===== config.mk =====
export PLATFORM = sky130hd
export DESIGN_NAME = vidfe_loop_ctrl
export DESIGN_NICKNAME = d
export VERILOG_FILES = /design/src/rtl/vidfe_pkg.sv /design/src/rtl/vidfe_loop_reg.sv /design/src/rtl/vidfe_fmt.sv /design/src/rtl/vidfe_lock_trk.sv /design/src/rtl/vidfe_loop_ctrl.sv
export SDC_FILE = /design/constraint.sdc
export NUM_CORES = 1
export LEC_CHECK = 0
export ABC_AREA = 1
export BUFFER_PORTS_ARGS = -buffer_cell sky130_fd_sc_hd__buf_4
export CAP_MARGIN = 5
export CORE_MARGIN = 2
export CORE_UTILIZATION = 48
export CTS_CLUSTER_DIAMETER = 80
export DETAILED_ROUTE_END_ITERATION = 8
export GPL_ROUTABILITY_DRIVEN = 0
export PLACE_DENSITY = 0.85
export SLEW_MARGIN = 20
export SYNTH_ARGS = -nofsm -noshare
export SYNTH_HDL_FRONTEND = slang
export SYNTH_HIERARCHICAL = 1
export SYNTH_SLANG_ARGS = --single-unit

===== constraint.sdc =====
create_clock -name clk -period 1.2 [get_ports clk]
set_input_delay 0.12 -clock clk [delete_from_list [all_inputs] [get_ports clk]]
set_output_delay 0.12 -clock clk [all_outputs]
set_load 0.05 [all_outputs]

===== src/rtl/vidfe_pkg.sv =====
package vidfe_pkg;
  localparam int CODE_W = 8;

  typedef enum logic [1:0] {
    CMD_HOLD      = 2'b00,
    CMD_CHARGE    = 2'b01,
    CMD_DISCHARGE = 2'b10
  } loop_cmd_e;

  // direction that moves a sampled code toward its target
  function automatic loop_cmd_e steer(input logic [CODE_W-1:0] code,
                                      input logic [CODE_W-1:0] target);
    if (code > target)      return CMD_DISCHARGE;
    else if (code < target) return CMD_CHARGE;
    else                    return CMD_HOLD;
  endfunction

  // offset binary to two's complement by flipping the sign bit
  function automatic logic [CODE_W-1:0] fmt_code(input logic [CODE_W-1:0] code,
                                                 input logic tc);
    return {code[CODE_W-1] ^ tc, code[CODE_W-2:0]};
  endfunction

  // inclusive code count from sync tip up to black level
  function automatic logic [CODE_W:0] code_span(input logic [CODE_W-1:0] black,
                                                input logic [CODE_W-1:0] tip);
    return {1'b0, black} - {1'b0, tip} + 1'b1;
  endfunction
endpackage


===== src/rtl/vidfe_loop_reg.sv =====
module vidfe_loop_reg
  import vidfe_pkg::*;
#(
  parameter int TARGET = 64
) (
  input  logic              clk,
  input  logic              rst,
  input  logic              win_en,
  input  logic              force_hold,
  input  logic              force_charge,
  input  logic [CODE_W-1:0] code,
  output loop_cmd_e         cmd
);
  localparam logic [CODE_W-1:0] TGT = CODE_W'(TARGET);

  loop_cmd_e cmd_next;

  always_comb begin
    if (force_hold)        cmd_next = CMD_HOLD;
    else if (force_charge) cmd_next = CMD_CHARGE;
    else if (win_en)       cmd_next = steer(code, TGT);
    else                   cmd_next = CMD_HOLD;
  end

  always_ff @(posedge clk) begin
    if (rst) cmd <= CMD_HOLD;
    else     cmd <= cmd_next;
  end

  assert_cmd_legal_R2: assert property (@(posedge clk) disable iff (rst)
    cmd != loop_cmd_e'(2'b11));
endmodule


===== src/rtl/vidfe_fmt.sv =====
module vidfe_fmt
  import vidfe_pkg::*;
(
  input  logic              clk,
  input  logic              rst,
  input  logic              tc,
  input  logic [CODE_W-1:0] code_in,
  output logic [CODE_W-1:0] code_out
);
  always_ff @(posedge clk) begin
    if (rst) code_out <= '0;
    else     code_out <= fmt_code(code_in, tc);
  end

  assert_low_bits_kept_R8: assert property (@(posedge clk) disable iff (rst)
    !$past(rst) |-> code_out[CODE_W-2:0] == $past(code_in[CODE_W-2:0]));
endmodule


===== src/rtl/vidfe_lock_trk.sv =====
module vidfe_lock_trk
  import vidfe_pkg::*;
#(
  parameter int TIP_CODE   = 1,
  parameter int BLACK_CODE = 64,
  parameter int SPAN_CODES = 64
) (
  input  logic              clk,
  input  logic              rst,
  input  logic              tip_win,
  input  logic              black_win,
  input  logic [CODE_W-1:0] luma,
  output logic              locked
);
  localparam logic [CODE_W-1:0] TIP_T = CODE_W'(TIP_CODE);
  localparam logic [CODE_W-1:0] BLK_T = CODE_W'(BLACK_CODE);
  localparam logic [CODE_W:0]   SPAN  = (CODE_W+1)'(SPAN_CODES);

  logic              tip_ok, blk_ok;
  logic [CODE_W-1:0] tip_seen, blk_seen;

  always_ff @(posedge clk) begin
    if (rst) begin
      tip_ok   <= 1'b0;
      blk_ok   <= 1'b0;
      tip_seen <= '0;
      blk_seen <= '0;
    end else begin
      if (tip_win) begin
        tip_ok   <= (luma == TIP_T);
        tip_seen <= luma;
      end
      if (black_win) begin
        blk_ok   <= (luma == BLK_T);
        blk_seen <= luma;
      end
    end
  end

  assign locked = tip_ok & blk_ok;

  assert_lock_span_R9: assert property (@(posedge clk) disable iff (rst)
    locked |-> code_span(blk_seen, tip_seen) == SPAN);
endmodule


===== src/rtl/vidfe_loop_ctrl.sv =====
module vidfe_loop_ctrl
  import vidfe_pkg::*;
#(
  parameter int SYNC_TARGET   = 1,
  parameter int BLACK_TARGET  = 64,
  parameter int CHROMA_TARGET = 128,
  parameter int SPAN_CODES    = 64
) (
  input  logic              clk,
  input  logic              rst,
  input  logic [CODE_W-1:0] luma_code,
  input  logic [CODE_W-1:0] chroma_code,
  input  logic              gate_sync,
  input  logic              gate_porch,
  input  logic              peak_white_n,
  input  logic              luma_tc,
  input  logic              chroma_tc,
  output logic [1:0]        gain_cmd,
  output logic [1:0]        luma_clamp_cmd,
  output logic [1:0]        chroma_clamp_cmd,
  output logic              gate_overlap_err,
  output logic              levels_locked,
  output logic [CODE_W-1:0] luma_out,
  output logic [CODE_W-1:0] chroma_out
);
  localparam logic [CODE_W-1:0] FULL_SCALE = '1;

  // named internal events
  logic gate_clash;
  logic pw_hit;
  logic sync_win;
  logic porch_win;
  loop_cmd_e gain_q, lclamp_q, cclamp_q;

  assign gate_clash = gate_sync & gate_porch;
  assign pw_hit     = !peak_white_n && (luma_code == FULL_SCALE);
  assign sync_win   = gate_sync  & ~gate_clash;
  assign porch_win  = gate_porch & ~gate_clash;

  vidfe_loop_reg #(.TARGET(SYNC_TARGET)) u_gain (
    .clk(clk), .rst(rst), .win_en(sync_win), .force_hold(gate_clash),
    .force_charge(pw_hit), .code(luma_code), .cmd(gain_q));

  vidfe_loop_reg #(.TARGET(BLACK_TARGET)) u_lclamp (
    .clk(clk), .rst(rst), .win_en(porch_win), .force_hold(gate_clash),
    .force_charge(1'b0), .code(luma_code), .cmd(lclamp_q));

  vidfe_loop_reg #(.TARGET(CHROMA_TARGET)) u_cclamp (
    .clk(clk), .rst(rst), .win_en(porch_win), .force_hold(gate_clash),
    .force_charge(1'b0), .code(chroma_code), .cmd(cclamp_q));

  assign gain_cmd         = gain_q;
  assign luma_clamp_cmd   = lclamp_q;
  assign chroma_clamp_cmd = cclamp_q;

  always_ff @(posedge clk) begin
    if (rst)             gate_overlap_err <= 1'b0;
    else if (gate_clash) gate_overlap_err <= 1'b1;
  end

  vidfe_lock_trk #(
    .TIP_CODE(SYNC_TARGET), .BLACK_CODE(BLACK_TARGET), .SPAN_CODES(SPAN_CODES)
  ) u_lock (
    .clk(clk), .rst(rst), .tip_win(sync_win), .black_win(porch_win),
    .luma(luma_code), .locked(levels_locked));

  vidfe_fmt u_fmt_y (.clk(clk), .rst(rst), .tc(luma_tc),
    .code_in(luma_code), .code_out(luma_out));
  vidfe_fmt u_fmt_c (.clk(clk), .rst(rst), .tc(chroma_tc),
    .code_in(chroma_code), .code_out(chroma_out));

  assert_clash_holds_R7: assert property (@(posedge clk) disable iff (rst)
    gate_clash |=> (gain_cmd == 2'b00 && luma_clamp_cmd == 2'b00 &&
                    chroma_clamp_cmd == 2'b00 && gate_overlap_err));

  assert_err_sticky_R7: assert property (@(posedge clk) disable iff (rst)
    gate_overlap_err |=> gate_overlap_err);

  assert_idle_hold_R6: assert property (@(posedge clk) disable iff (rst)
    (!gate_sync && !gate_porch && !pw_hit) |=>
      (gain_cmd == 2'b00 && luma_clamp_cmd == 2'b00 && chroma_clamp_cmd == 2'b00));

  assert_pw_charge_R5: assert property (@(posedge clk) disable iff (rst)
    (pw_hit && !gate_clash) |=> gain_cmd == 2'b01);
endmodule


==> results of run 1 <==
[cells in the mapped netlist (all sizes together)]
cell type	number	share of area, %
nor2	51	21
inv	37	13
dfxtp	25	47
nand2	23	8.6
nand3	6	2.8
a21oi	2	0.95
buf	2	2.1
a21boi	1	1.1
and2	1	0.59
conb	1	0.36
nand3b	1	0.71
o21a	1	0.71
o21ai	1	0.47
[per-stage QoR]
step | util (%) | power [mW] | std cells
6_report | 71.7 | 1.63 | 230
5_1_grt | 71.7 | 1.71 | 230
4_1_cts | 71.7 | 1.64 | 230
3_5_place_dp | 70.4 | 1.29 | 226
3_3_place_gp | 70.4 | 1.28 | 226
2_1_floorplan | - | 1.14 | 155
[power groups by stage]
stage,clock network (mW),logic [mW],registers [mW]
floorplan,0,0.102,1.03
global placement,0,0.381,0.897
detailed placement,0,0.389,0.900
CTS,0.372,0.390,0.881
global route,0.401,0.420,0.884
finish,0.360,0.388,0.880
[worst register-to-register path, stage by stage (launching register included)]
cell	delay (ns)
dfxtp_1	0.36
nand2_1	0.06
a21oi_1	0.14
[per-layer routing]
layer  GRT usage, %  part of all wire, %  vias to the layer above
li1               -                    -                      529
met1           21.0                   41                      434
met2           32.5                   51                       40
met3           2.92                  7.2                        2
met4           6.31                  1.0                        0
met5              0                    0                        -
[path summary, 6_finish.rpt]
| path | startpoint | end | slack [ns] | cells past startpoint |
|---|---|---|---|---|
| setup / recovery | u_lock/blk_ok | levels_locked | 0.13 | 3 |
| hold / removal | chroma_code[4] | u_fmt_c/code_out[4] | 0.02 | 3 |
| setup reg to reg | u_lock/blk_ok | u_lock/blk_ok | 0.58 | 2 |
| hold reg to reg | u_lock/tip_ok | u_lock/tip_ok | 0.48 | 2 |
[state kept, by name (all words and copies together) (netlist names)]
register / cells
gate_overlap_err: 1
u_fmt_c/code_out: 8
u_lock/tip_ok: 1
u_lock/blk_ok: 1
u_fmt_y/code_out: 8
u_lclamp/cmd: 2
u_gain/cmd: 2
u_cclamp/cmd: 2
[layout make-up]
class | instances | area, um2 | area share, %
sequential | 25 | 500 | 34.5
multi-input combinational | 91 | 405 | 28.0
timing repair buffer | 46 | 345 | 23.8
inverter | 37 | 139 | 9.58
tap | 27 | 33.8 | 2.33
clock buffer | 4 | 26.3 | 1.81
[kinds of logic after synthesis]
kind of cell	after synthesis
simple gates	82
buf+inv	39
flops	25
compound gates	5
other cells	1
==> impl_metrics.toml, run 1 <==
[cts]
cts_buffers = 3
cts_tree = "yes"
cts_setup_buffers = 0
ctsHoldBuffers = 0
h-tree-depth = 1
cts.clk_slew.worst_paths_ns = 0.12
cts_sinks = 25
ctsResizeCount = 0
clk_latency_ns = 0.31
cts_root_buf = "clkbuf_4"
clockBufferDepth = 2

[final_layout]
final_common_cell = "buf_4"
n_fill_cell = 169
syn2layout_area_growth_pct = 37.3
final_cell_area_mm2 = 0.00145
insertedDiodeCount = 0
drive_gt1_share_pct = 33.0
final_cell_mix = "46 x buf_4, 41 x nor2_1, 32 x inv_1"
final_nets = 227

[power]
p_per_area_mw_per_mm2 = 1120
peakVddDrop_uv = 889
power_frac_seq_pct = 54.1
netSwitchingFraction_pct = 30.3
pwr-share-comb_pct = 23.8
clock_power_share_pct = 22.1
p_leak_nw = 0.787
switchingPower_mw = 0.494
p_int_mw = 1.13

[global_routing]
grt_pass1_vias = 907
grt_max_degree = 23
grt_pass1_wl_um = 3570
grt_overflow = 0
grt.total_usage_pct = 17.9
antenna_found_initial = 0

[synthesis]
syn-cell-area_mm2 = 0.00106
synth_compound_area_share_pct = 3.20
synth_mux_area_share_pct = 0
synthSimpleGateAreaFrac_pct = 33.8
yosys_register_bits = 25
yosysSeqAreaShare_pct = 47.4
syn_inst = 152
ys_warn_count = 6
synth_top_family_by_area = "simple AND/OR/NAND/NOR gates"
synth_xor_area_share_pct = 0
post_synth_num_cell_types = 17
yosys.area_share.adder_pct = 0
avgSynthCellArea_um2 = 6.95

[critical_path]
worstSetupPathType = "register to primary output"
path_buf_inv = 2
critical_path_required_ns = 1.08
cpPeakStageDelay_ns = 0.36
critPathLaunchType = "register"
crit_family = "flip-flops"
cp_slowest_cell = "dfxtp_1"
cp_max_fo = 2
end_kind = "primary output"
cp_cell_sequence = "nand2_1 > inv_1 > buf_4"
critPathArrivalTime_ns = 0.95

[timing]
final-hold-violation-count = 0
timing.hold.ws_ns = 0.0156
finClkSkew_ns = 0
finalCritPeriodShare_pct = 89.3
drv_slew = 0
setup_viol = 0
tns_ns = 0
fmax_ghz = 0.933
fin_crit_ns = 1.07
layout_setup_ws_ns = 0.128
rsz0062_at_grt = "false"

[placed_design]
post-place-ws_ns = 0.187
portBuffers = 46
dp_hpwl_um = 1780
placedInstanceArea_mm2 = 0.00142

[floorplanning]
die_x_um = 50.9
die_h_um = 50.9
num_io_pins = 47
initial_utilization_pct = 52.2
dieArea_mm2 = 0.00259
rows = 16
core-area_mm2 = 0.00202

[detailed_routing]
vias = 1005
firstDrtPassIters = 4
drtIter0Drc = 14
final_antenna_net_count = 0
drc = 0
wirelength_um = 2200
routedWlPerCell_um = 9.57
vias_per_cell = 4.37

[min_path]
worstHoldPathType = "primary input to register"

[outcome]
status = "finished clean"

[run]
cap_violations = 0
Power figures use the tool's default switching activity.
==> run 2: changes to the inputs <==
--- a/config.mk
+++ b/config.mk
@@ -6,14 +6,15 @@
 export NUM_CORES = 1
 export LEC_CHECK = 0
 export ABC_AREA = 1
-export BUFFER_PORTS_ARGS = -buffer_cell sky130_fd_sc_hd__buf_4
 export CAP_MARGIN = 5
 export CORE_MARGIN = 2
 export CORE_UTILIZATION = 48
 export CTS_CLUSTER_DIAMETER = 80
 export DETAILED_ROUTE_END_ITERATION = 8
+export DONT_BUFFER_PORTS = 1
 export GPL_ROUTABILITY_DRIVEN = 0
-export PLACE_DENSITY = 0.85
+export PLACE_DENSITY = 0.67
+export REMOVE_ABC_BUFFERS = 1
 export SLEW_MARGIN = 20
 export SYNTH_ARGS = -nofsm -noshare
 export SYNTH_HDL_FRONTEND = slang
==> impl_metrics.toml, run 2 (synthesis gave the netlist of run 1 again) <==
[critical_path]
critPathArrivalTime_ns = 0.99
end_kind = "primary output"
critical_path_required_ns = 1.08
critPathLaunchType = "register"
cpPeakStageDelay_ns = 0.34
cp_max_fo = 2
cp_slowest_cell = "dfxtp_1"
cp_cell_sequence = "nand2_1 > clkinvlp_4"
worstSetupPathType = "register to primary output"

[timing]
rsz0062_at_grt = "false"
final-hold-violation-count = 0
layout_setup_ws_ns = 0.0864
tightest_slew_ns = 0.679
tns_ns = 0
setup_viol = 0
drv_slew = 0
slew_headroom_pct = 54.7
finalCritPeriodShare_pct = 92.8
finClkSkew_ns = 0
fin_crit_ns = 1.11
fmax_ghz = 0.898

[final_layout]
final_common_cell = "nor2_1"
final_nets = 202
ff_latch_area_um2 = 500
final_cell_mix = "41 x nor2_1, 31 x inv_1, 25 x dfxtp_1"
n_fill_cell = 181
syn2layout_area_growth_pct = 25.2
largestRegisters = "u_fmt_c/code_out x8, u_fmt_y/code_out x8"
drive_gt1_share_pct = 13.5
final_cell_area_mm2 = 0.00132
insertedDiodeCount = 0
multi_input_area_um2 = 405

[power]
p_leak_nw = 0.652
peakVddDrop_uv = 720
p_per_area_mw_per_mm2 = 1180

[outcome]
status = "finished clean"

[detailed_routing]
drtIter0Drc = 12
vias = 891
routedWlPerCell_um = 9.92
final_antenna_net_count = 0
vias_per_cell = 4.35
wirelength_um = 2030
firstDrtPassIters = 4
drc = 0

[cts]
clk_latency_ns = 0.30
cts_tree = "yes"
cts_sinks = 25
h-tree-depth = 1
cts_buffers = 3
clockBufferDepth = 2
cts.clk_slew.worst_paths_ns = 0.13
cts_root_buf = "clkbuf_4"

[global_routing]
grt_max_degree = 16
grt_pass1_wl_um = 3220
grt_overflow = 0
antenna_found_initial = 0
grt.total_usage_pct = 16.5
grt_pass1_vias = 794

[floorplanning]
die_h_um = 50.9
core-area_mm2 = 0.00202
die_x_um = 50.9
initial_utilization_pct = 52.2
rows = 16
num_io_pins = 47
dieArea_mm2 = 0.00259

[run]
cap_violations = 0

[placed_design]
placedInstanceArea_mm2 = 0.00109
portBuffers = 0
post-place-ws_ns = 0.330
dp_hpwl_um = 1430

[min_path]
worstHoldPathType = "primary input to register"
[run 2: cell count changes in the layout (fill, tap and decap cells not counted), sizes merged]
cell / before / now
clkbuf: 4 / 3
clkinvlp: 0 / 2
inv: 37 / 36
dlygate4sd3: 0 / 19
buf: 46 / 1
dlymetal6s4s: 0 / 1
[run 2: cell type report]
cell class / count / area share (%)
flip-flops and latches: 25 / 37.8
multi-input cells: 91 / 30.7
repair buffers: 21 / 15.9
inverters: 37 / 10.8
well taps: 27 / 2.55
clock buffers: 3 / 1.70
clock inverters: 1 / 0.568
[run 2: report_power, final]
| part | switching, mW | total, mW | internal [mW] |
|---|---|---|---|
| Clock | 0.241 | 0.368 | 0.127 |
| Combinational | 0.0880 | 0.178 | 0.0900 |
| Sequential | 0.142 | 1.01 | 0.869 |
[run 2: timing repair]
action	4_1_cts	5_1_grt
hold buffers	20	0
hold endpoints to repair	25	0
resized for setup	0	2
endpoints found under the setup margin	0	4
setup buffers	0	0
[run 2: path summary, 6_finish.rpt]
kind	endpoint	cells after the start	slack [ns]	startpoint
min reg2reg	u_lock/tip_ok	2	0.48	u_lock/tip_ok
max reg2reg	u_lock/blk_ok	2	0.59	u_lock/blk_ok
max	levels_locked	2	0.09	u_lock/blk_ok
min	u_cclamp/cmd[1]	4	0.02	chroma_code[6]
[run 2: per-layer routing]
metal	global-route usage, %	up-vias	part of all wire [%]
met5	0	-	0
met4	5.41	0	0.64
met3	4.09	2	7.5
met2	28.8	28	48
met1	19.6	382	43
li1	-	479	-
[run 2: worst max-delay path, delay by kind of cell, from the launching register on]
family | cells | cell delay, ns
buffers and inverters | 1 | 0.25
flip-flops | 1 | 0.34
AND/OR/NAND/NOR | 1 | 0.10
[run 2: per-stage QoR]
step / instances / power [mW] / hold slack (ns) / util (%)
CTS: 205 / 1.58 / 0.000906 / 65.1
finish: 205 / 1.56 / 0.0162 / 65.4
global placement: 181 / 1.14 / 0.191 / 53.7
floorplan: 153 / 1.12 / 0.187 / -
detailed placement: 181 / 1.14 / 0.194 / 53.7
global route: 205 / 1.64 / 0.0107 / 65.4
==> run 3: changes to the inputs <==
--- a/config.mk
+++ b/config.mk
@@ -7,7 +7,7 @@
 export LEC_CHECK = 0
 export ABC_AREA = 1
 export CAP_MARGIN = 5
-export CORE_MARGIN = 2
+export CORE_MARGIN = 3
 export CORE_UTILIZATION = 48
 export CTS_CLUSTER_DIAMETER = 80
 export DETAILED_ROUTE_END_ITERATION = 8
==> impl_metrics.toml, run 3 (synthesis gave the netlist of run 1 again) <==
[outcome]
status = "finished clean"

[cts]
cts_setup_buffers = 0
h-tree-depth = 1
cts_buffers = 3
cts_root_buf = "clkbuf_4"
cts.clk_slew.worst_paths_ns = 0.14
clk_latency_ns = 0.30
cts_tree = "yes"
cts_sinks = 25
clockBufferDepth = 2

[final_layout]
syn2layout_area_growth_pct = 26.4
final_common_cell = "nor2_1"
final_cell_mix = "41 x nor2_1, 31 x inv_1, 25 x dfxtp_1"
largestRegisters = "u_fmt_c/code_out x8, u_fmt_y/code_out x8"
final_nets = 203
insertedDiodeCount = 0
drive_gt1_share_pct = 14.0
final_cell_area_mm2 = 0.00134
n_fill_cell = 172
fin_util_pct = 66.0
fin_cells = 206

[timing]
rsz0062_at_grt = "false"
slew_headroom_pct = 52.4
fin_crit_ns = 1.09
tightest_slew_ns = 0.714
final-hold-violation-count = 0
fmax_ghz = 0.920
timing.hold.ws_ns = 0.00967
drv_slew = 0
tns_ns = 0
setup_viol = 0
layout_setup_ws_ns = 0.113
finClkSkew_ns = 0
finalCritPeriodShare_pct = 90.6

[power]
peakVddDrop_uv = 644
fin_total_pwr_mw = 1.56
p_leak_nw = 0.658
p_per_area_mw_per_mm2 = 1170

[placed_design]
portBuffers = 0
dp_hpwl_um = 1470
dp.cells = 181
post-place-ws_ns = 0.346
placedInstanceArea_mm2 = 0.00109

[detailed_routing]
drtIter0Drc = 9
firstDrtPassIters = 4
routedWlPerCell_um = 10.6
vias_per_cell = 4.42
drc = 0
wirelength_um = 2180
vias = 910
final_antenna_net_count = 0

[critical_path]
worstSetupPathType = "register to primary output"
critical_path_required_ns = 1.08
regToRegSetupSlack_ns = 0.58
critPathArrivalTime_ns = 0.97
critPathLaunchType = "register"
end_kind = "primary output"
cp_max_fo = 1

[global_routing]
grt_pass1_wl_um = 3360
antenna_found_initial = 0
grt_max_degree = 16
grt_pass1_vias = 890
grt_overflow = 0
globalRouteMet2Util_pct = 29.8
grt.total_usage_pct = 16.6
grt.busiest_layer = "met2"
use_met3_pct = 5.92
use_met1_pct = 16.6

[floorplanning]
rows = 16
core-area_mm2 = 0.00202
initial_utilization_pct = 52.2
die_x_um = 52.9
dieArea_mm2 = 0.00280
die_h_um = 52.9
num_io_pins = 47

[run]
cap_violations = 0

[min_path]
worstHoldPathType = "primary input to register"
-- run 3: final cells by class --
class / instances / area [um2] / area share, %
tap: 27 / 33.8 / 2.53
inverter: 37 / 143 / 10.7
timing repair buffer: 22 / 220 / 16.5
sequential: 25 / 500 / 37.5
clock inverter: 1 / 7.51 / 0.562
clock buffer: 3 / 22.5 / 1.69
multi-input combinational: 91 / 408 / 30.6
-- run 3: timing repair --
| item | CTS | global route |
|---|---|---|
| setup endpoints to repair | 0 | 4 |
| hold buffers | 20 | 1 |
| resized for setup | 0 | 3 |
| endpoints found under the hold margin | 25 | 1 |
-- run 3: power breakdown --
| part | switching [mW] | leakage, nW | total (mW) | internal, mW |
|---|---|---|---|---|
| clock network | 0.243 | 0.0139 | 0.370 | 0.127 |
| registers | 0.142 | 0.207 | 1.01 | 0.869 |
| logic | 0.0899 | 0.437 | 0.182 | 0.0921 |
| total | 0.475 | 0.658 | 1.56 | 1.09 |
-- run 3: routing by layer --
| layer | up-vias | wire (um) |
|---|---|---|
| li1 | 481 | - |
| met1 | 388 | 831 |
| met2 | 35 | 1090 |
| met3 | 6 | 208 |
| met4 | 0 | 45 |
| met5 | - | 0 |
-- run 3: worst paths after layout --
kind                  start               to  cells after the start
max           u_gain/cmd[1]      gain_cmd[1]                      0
min          chroma_code[1]  u_cclamp/cmd[1]                      4
max reg2reg   u_lock/blk_ok    u_lock/blk_ok                      2
min reg2reg   u_lock/tip_ok    u_lock/tip_ok                      2
